[src/rtl/psw_pkg.sv]
package psw_pkg;
   localparam int LIVE_BITS = 8;
   localparam int NUM_CC    = 4;
   localparam int BIT_Z     = 0;
   localparam int BIT_S     = 1;
   localparam int BIT_OV    = 2;
   localparam int BIT_CY    = 3;
   localparam int BIT_SAT   = 4;
   localparam int BIT_ID    = 5;
   localparam int BIT_EP    = 6;
   localparam int BIT_NP    = 7;

   typedef struct packed {
      logic np;
      logic ep;
      logic id;
      logic sat;
      logic [NUM_CC-1:0] cc;
   } psw_live_t;
endpackage

[src/rtl/psw_cc_update.sv]
module psw_cc_update #(
   parameter int NUM_CC = 4,
   parameter int OV_IDX = 2
) (
   input  logic              upd_en,
   input  logic [NUM_CC-1:0] mask,
   input  logic [NUM_CC-1:0] new_val,
   input  logic [NUM_CC-1:0] cur_cc,
   input  logic              cur_sat,
   input  logic              sat_op,
   output logic [NUM_CC-1:0] nxt_cc,
   output logic              nxt_sat
);
   initial begin
      if (OV_IDX >= NUM_CC) $error("psw_cc_update: OV_IDX outside flag vector");
   end

   for (genvar i = 0; i < NUM_CC; i++) begin : g_cc
      assign nxt_cc[i] = (upd_en && mask[i]) ? new_val[i] : cur_cc[i];
   end

   // sticky: only ever ORs in a new saturation event
   assign nxt_sat = cur_sat | (upd_en & sat_op & mask[OV_IDX] & new_val[OV_IDX]);
endmodule

[src/rtl/psw_event_bits.sv]
module psw_event_bits (
   input  logic cur_np,
   input  logic cur_ep,
   input  logic nmi_ack,
   input  logic exc_entry,
   output logic nxt_np,
   output logic nxt_ep
);
   assign nxt_np = cur_np | nmi_ack;
   assign nxt_ep = cur_ep | exc_entry;
endmodule

[src/rtl/psw_irq_gate.sv]
module psw_irq_gate (
   input  logic id,
   input  logic np,
   input  logic wr_active,
   input  logic wr_id,
   output logic int_enable
);
   logic wr_block;
   assign wr_block   = wr_active & (id | wr_id);
   assign int_enable = ~id & ~np & ~wr_block;
endmodule

[src/rtl/psw_flag_reg.sv]
module psw_flag_reg
   import psw_pkg::*;
#(
   parameter int                WORD_W      = 32,
   parameter logic [WORD_W-1:0] RESET_VALUE = 'h21
) (
   input  logic                 clk,
   input  logic                 rst_n,
   input  logic                 sr_wr_en,
   input  logic [WORD_W-1:0]    sr_wr_data,
   input  logic                 flag_upd_en,
   input  logic [NUM_CC-1:0]    flag_wr_mask,
   input  logic [NUM_CC-1:0]    flag_new,
   input  logic                 sat_op,
   input  logic                 nmi_ack,
   input  logic                 exc_entry,
   output logic [WORD_W-1:0]    psw_q,
   output logic                 int_enable
);
   localparam int PAD_W = WORD_W - LIVE_BITS;
   localparam logic [LIVE_BITS-1:0] RST_LIVE = RESET_VALUE[LIVE_BITS-1:0];

   initial begin
      if (WORD_W < LIVE_BITS) $error("psw_flag_reg: WORD_W below live width");
      if ((RESET_VALUE >> LIVE_BITS) != 0) $error("psw_flag_reg: reset value sets reserved bits");
   end

   psw_live_t live_q, live_d, upd_w;
   logic [NUM_CC-1:0] cc_nxt;
   logic              sat_nxt, np_nxt, ep_nxt;

   psw_cc_update #(.NUM_CC(NUM_CC), .OV_IDX(BIT_OV)) u_cc (
      .upd_en (flag_upd_en),
      .mask   (flag_wr_mask),
      .new_val(flag_new),
      .cur_cc (live_q.cc),
      .cur_sat(live_q.sat),
      .sat_op (sat_op),
      .nxt_cc (cc_nxt),
      .nxt_sat(sat_nxt)
   );

   psw_event_bits u_evt (
      .cur_np   (live_q.np),
      .cur_ep   (live_q.ep),
      .nmi_ack  (nmi_ack),
      .exc_entry(exc_entry),
      .nxt_np   (np_nxt),
      .nxt_ep   (ep_nxt)
   );

   psw_irq_gate u_gate (
      .id        (live_q.id),
      .np        (live_q.np),
      .wr_active (sr_wr_en),
      .wr_id     (sr_wr_data[BIT_ID]),
      .int_enable(int_enable)
   );

   always_comb begin
      upd_w.np  = np_nxt;
      upd_w.ep  = ep_nxt;
      upd_w.id  = live_q.id;
      upd_w.sat = sat_nxt;
      upd_w.cc  = cc_nxt;
      // status load overrides every other source
      live_d = sr_wr_en ? psw_live_t'(sr_wr_data[LIVE_BITS-1:0]) : upd_w;
   end

   always_ff @(posedge clk or negedge rst_n) begin
      if (!rst_n) live_q <= psw_live_t'(RST_LIVE);
      else        live_q <= live_d;
   end

   if (PAD_W > 0) begin : g_pad
      logic unused_hi;
      assign unused_hi = ^sr_wr_data[WORD_W-1:LIVE_BITS];
      assign psw_q = {{PAD_W{1'b0}}, live_q};
   end else begin : g_nopad
      assign psw_q = live_q;
   end
endmodule

[config.mk]
export PLATFORM = sky130hd
export DESIGN_NAME = psw_flag_reg
export DESIGN_NICKNAME = d
export VERILOG_FILES = /design/src/rtl/psw_pkg.sv /design/src/rtl/psw_cc_update.sv /design/src/rtl/psw_event_bits.sv /design/src/rtl/psw_irq_gate.sv /design/src/rtl/psw_flag_reg.sv
export SDC_FILE = /design/constraint.sdc
export NUM_CORES = 1
export LEC_CHECK = 0
export ABC_AREA = 1
export BUFFER_PORTS_ARGS = -buffer_cell sky130_fd_sc_hd__buf_2
export CAP_MARGIN = 0
export CELL_PAD_IN_SITES_DETAIL_PLACEMENT = 0
export CELL_PAD_IN_SITES_GLOBAL_PLACEMENT = 2
export CORE_MARGIN = 2
export CORE_UTILIZATION = 14
export DETAILED_ROUTE_END_ITERATION = 16
export PLACE_DENSITY_LB_ADDON = 0.1
export SLEW_MARGIN = 20
export SYNTH_ARGS = -nofsm -noshare
export SYNTH_HDL_FRONTEND = slang
export SYNTH_HIERARCHICAL = 1
export SYNTH_SLANG_ARGS = --single-unit
[constraint.sdc]
create_clock -name clk -period 1.9 [get_ports clk]
set_clock_uncertainty 0.15 [all_clocks]
set_input_delay 0.475 -clock clk [delete_from_list [all_inputs] [get_ports clk]]
set_output_delay 0.475 -clock clk [all_outputs]
set_load 0.05 [all_outputs]
Word-level counts from Yosys, hierarchy flattened
Index checks and enable logic that the tools add are counted.
{ "classes": {"n_reduce_logical": 8, "muxes": 5, "bitwise_logic": 13} }
{ "op_table": {"columns": ["cell", "n"], "rows": [
  ["$mux W8", 1],
  ["$reduce_bool A2 Y1", 4],
  ["$and A1 B1 Y1", 6],
  ["$logic_and A1 B1 Y1", 4],
  ["$mux W1", 4],
  ["$or A1 B1 Y1", 4],
  ["$not A1 Y1", 3]
]} }
{ "totals": {"elab_cells": 34, "register_bits": 8, "input_bits": 47, "output_inout_bits": 33} }

Longest topological paths before layout
{ "logic_depth": {"word_depth": 5, "ltp_mapped": 6, "depth_no_buf": 5} }

By module
Netlist, hierarchy kept.
{ "by_module_without_submodules": {"columns": ["module", "area_per_inst_um2", "n_inst", "seq_area_each_um2", "cells_each"], "rows": [
  ["psw_flag_reg", 491.7, 1, 202.7, 59],
  ["psw_cc_update", 90.1, 1, 0.0, 20],
  ["psw_event_bits", 22.5, 1, 0.0, 6],
  ["psw_irq_gate", 15.0, 1, 0.0, 4]
]} }

Worst setup path before layout
OpenSTA, ideal clock, no wires.
{ "synth_path": {"path_type": "flip-flop to output port", "startpoint": "register live_q (netlist bit psw_q[7])", "endpoint": "output int_enable", "required_ps": 1275, "path_buffers": 0, "arrival_time_ps": 1068, "path_slack_ps": 207, "stages_incl_launch_ff": 4, "path_cell_list": "dfrtp_1 nor2_1 nand2_1 inv_1"} }
{ "synth_between": {"elab_chain_cells": 3} }
{ "synth_rtl": {"columns": ["element", "line_no", "source"], "rows": [
  ["start: declaration", "psw_flag_reg.sv:28", "psw_live_t live_q, live_d, upd_w;"],
  ["start signal: assignment", "psw_flag_reg.sv:71", "if (!rst_n) live_q <= psw_live_t'(RST_LIVE);"],
  ["start signal: assignment", "psw_flag_reg.sv:72", "else live_q <= live_d;"],
  ["$not A1 Y1", "psw_irq_gate.sv:10", "assign int_enable = ~id & ~np & ~wr_block;"],
  ["$and A1 B1 Y1 (2 in a row)", "psw_irq_gate.sv:10", null],
  ["end: declaration", "psw_flag_reg.sv:18", "output logic int_enable"]
]} }
No other way between the ends.

Worst setup path in the final report
{ "layout_path": {"startpoint": "register live_q (netlist bit psw_q[5])", "endpoint": "output int_enable"} }
{ "layout_between": {"elab_chain_cells": 4, "word_cells_on_any_way": 6, "classes_between": "6 x bitwise"} }
{ "layout_rtl": {"columns": ["element", "line_no", "source"], "rows": [
  ["$or A1 B1 Y1", "psw_irq_gate.sv:9", "assign wr_block = wr_active & (id | wr_id);"],
  ["$and A1 B1 Y1", "psw_irq_gate.sv:9", null],
  ["$not A1 Y1", "psw_irq_gate.sv:10", null],
  ["$and A1 B1 Y1 (*)", "psw_irq_gate.sv:10", null]
]} }
Mark *: on every way between the ends. The rest lies on a longest branch, timed or not.

==> qor.yml <==
worst_setup_path:
  crit_type: "flip-flop to output port"
  reg2reg_depth: 4
  reg2reg_from: "psw_q[0]$_DFF_PN1_"
  reg2reg_setup_slack_ns: 0.96
  endpoint_kind: "output port"
  crit_start: "psw_q[5]$_DFFE_PN1P_"
  rr_endpoint: "psw_q[0]$_DFF_PN1_"
  cp.required_ns: 1.27
  cp_max_fo: 3
  crit_path_start_kind: "flip-flop"
  worstPathArrival_ns: 1.08
global_route:
  grt_usage_pct: 6.20
  grt_max_degree: 10
  grt_pass1_wl_um: 2370
  overflow: 0
  grt_pass1_vias: 516
  antenna_found_initial: 0
drt:
  routed_via_density: 2.98
  first_pass_iters: 4
  drc: 0
  wirelength_um: 1480
  drt_iter0_drc: 16
  ant_nets: 0
  via_count: 522
  routedWlPerCell_um: 8.45
timing:
  finalMaxSlewViolations: 0
  finalHoldViolations: 0
  rsz0062_at_grt: "false"
  fin_ws_ns: 0.197
  timing.setup.tns_ns: 0
  setup_viol: 0
  period_needed_ns: 1.70
  max_freq_mhz: 587
  period_share_pct: 89.6
  whs_ns: 0.296
layout:
  diodes: 0
  layout_common_cells: "nand2_1, buf_2, conb_1"
  drive_gt1_share_pct: 30.9
  fillCellCount: 502
  final_util_pct: 18.3
  largest_reg_flops: 8
  fin_nets: 171
  final_common_cell: "nand2_1"
  syn_to_final_growth_pct: 26.9
clocking:
  cts_tree: "done"
  cts.htree.levels: 1
  cts_resized: 0
  clkLatencyLatePin_ns: 0.23
  cts-buffers-inserted: 3
  post_cts_buffers: 0
  cts_root_buffer: "clkbuf_8"
  cts.clk_slew.worst_paths_ns: 0.04
  hold_buffers: 1
  clock_sinks: 8
  ctsLongestPathBuffers: 2
worst_hold_path:
  min_delay_worst_endpoint: "psw_q[0]$_DFF_PN1_"
  holdPathStages: 3
  hold_path.class: "primary input to flip-flop"
  worstHoldStart: "sr_wr_data[0]"
die:
  start_util_pct: 14.4
  die_w_um: 70.5
  core_um2: 4290
  fp.dieH_um: 70.5
  ios: 80
  row_count: 24
  die_area_um2: 4970
place:
  place_ws_ns: 0.304
  place_congestion: 0.660
  numPortBuffers: 31
  dp_hpwl_um: 1190
pwr:
  ir_drop_uv: 198
  powerDensity_nw_per_um2: 859
  power.leakage_uw: 0.000493
synth:
  ys_ff_latch: 8
  synth_top_family_by_area: "buffers and inverters"
  synthCells: 89
  synth-xor-area-share_pct: 0
  yosysWarnings: 6
  synth_mux_area_share_pct: 0
  synthAdderAreaFrac_pct: 0
  synth-seq-area-share_pct: 32.7
  avgSynthCellArea_um2: 6.96
  ys_types: 11
  synthesis.area_um2: 619
  synth-compound-area-share_pct: 0
  synthSimpleGateAreaFrac_pct: 29.7
job:
  max_cap_viol_count: 0
outcome:
  status: "finished, final reports clean"
-- per-stage QoR --
stage / cell area, um^2 / power [uW] / std cells
CTS: 786 / 686 / 175
floorplan: 706 / 446 / 112
global route: 786 / 721 / 175
detailed placement: 731 / 461 / 170
global placement: 731 / 461 / 170
finish: 786 / 675 / 175
-- report_power, final --
part / switching [uW] / internal (uW) / leakage [uW] / total [uW]
combinational: 212 / 46.4 / 0.000378 / 259
sequential: 9.61 / 190 / 0.0000925 / 199
clock: 70.5 / 146 / 0.0000228 / 216
total: 293 / 382 / 0.000493 / 675
-- Yosys cell counts --
cell	number	area share, %
nand2_1	41	25
buf_4	24	29
dfrtp_1	6	24
inv_1	6	3.6
nand3_1	4	3.2
buf_6	2	3.6
dfstp_2	2	8.5
conb_1	1	0.61
inv_2	1	0.61
nand4_1	1	1.0
nor2_1	1	0.61
-- per-layer routing --
layer / wire length (um) / track usage (%) / vias to the layer above / part of all wire (%)
li1: - / - / 283 / -
met1: 623 / 7.71 / 209 / 42
met4: 0 / 2.56 / 0 / 0
met3: 170 / 3.03 / 0 / 11
met2: 685 / 9.12 / 30 / 46
met5: 0 / 0 / - / 0
-- how the worst max path moves through the flow --
stage	endpoint	slack, ns	cells past startpoint
6_report	int_enable	0.20	4
3_3_place_gp	int_enable	0.31	5
5_1_grt	int_enable	0.13	4
2_1_floorplan	int_enable	0.21	3
4_1_cts	int_enable	0.19	4
3_5_place_dp	int_enable	0.30	5
-- cell families (layout without fill, tap and decap cells) --
family | after synthesis | after routing
buf+inv | 33 | 44
flops | 8 | 8
other cells | 1 | 24
simple gates | 47 | 47
-- final cells by class --
class | instances | area [um^2] | share of cell area (%)
repair buffers | 33 | 173 | 22.0
inverters | 7 | 26.3 | 3.34
clock buffers | 4 | 45.0 | 5.73
flip-flops and latches | 8 | 203 | 25.8
well taps | 52 | 65.1 | 8.28
multi-input cells | 71 | 274 | 34.9
-- critical path, cell delays in order, from the launching register on --
cell and delay (ns):
dfstp_2 0.53, nor2_1 0.04, nand2_1 0.05, inv_1 0.03, buf_2 0.20
Note: power is estimated with default switching activity, not from simulation.
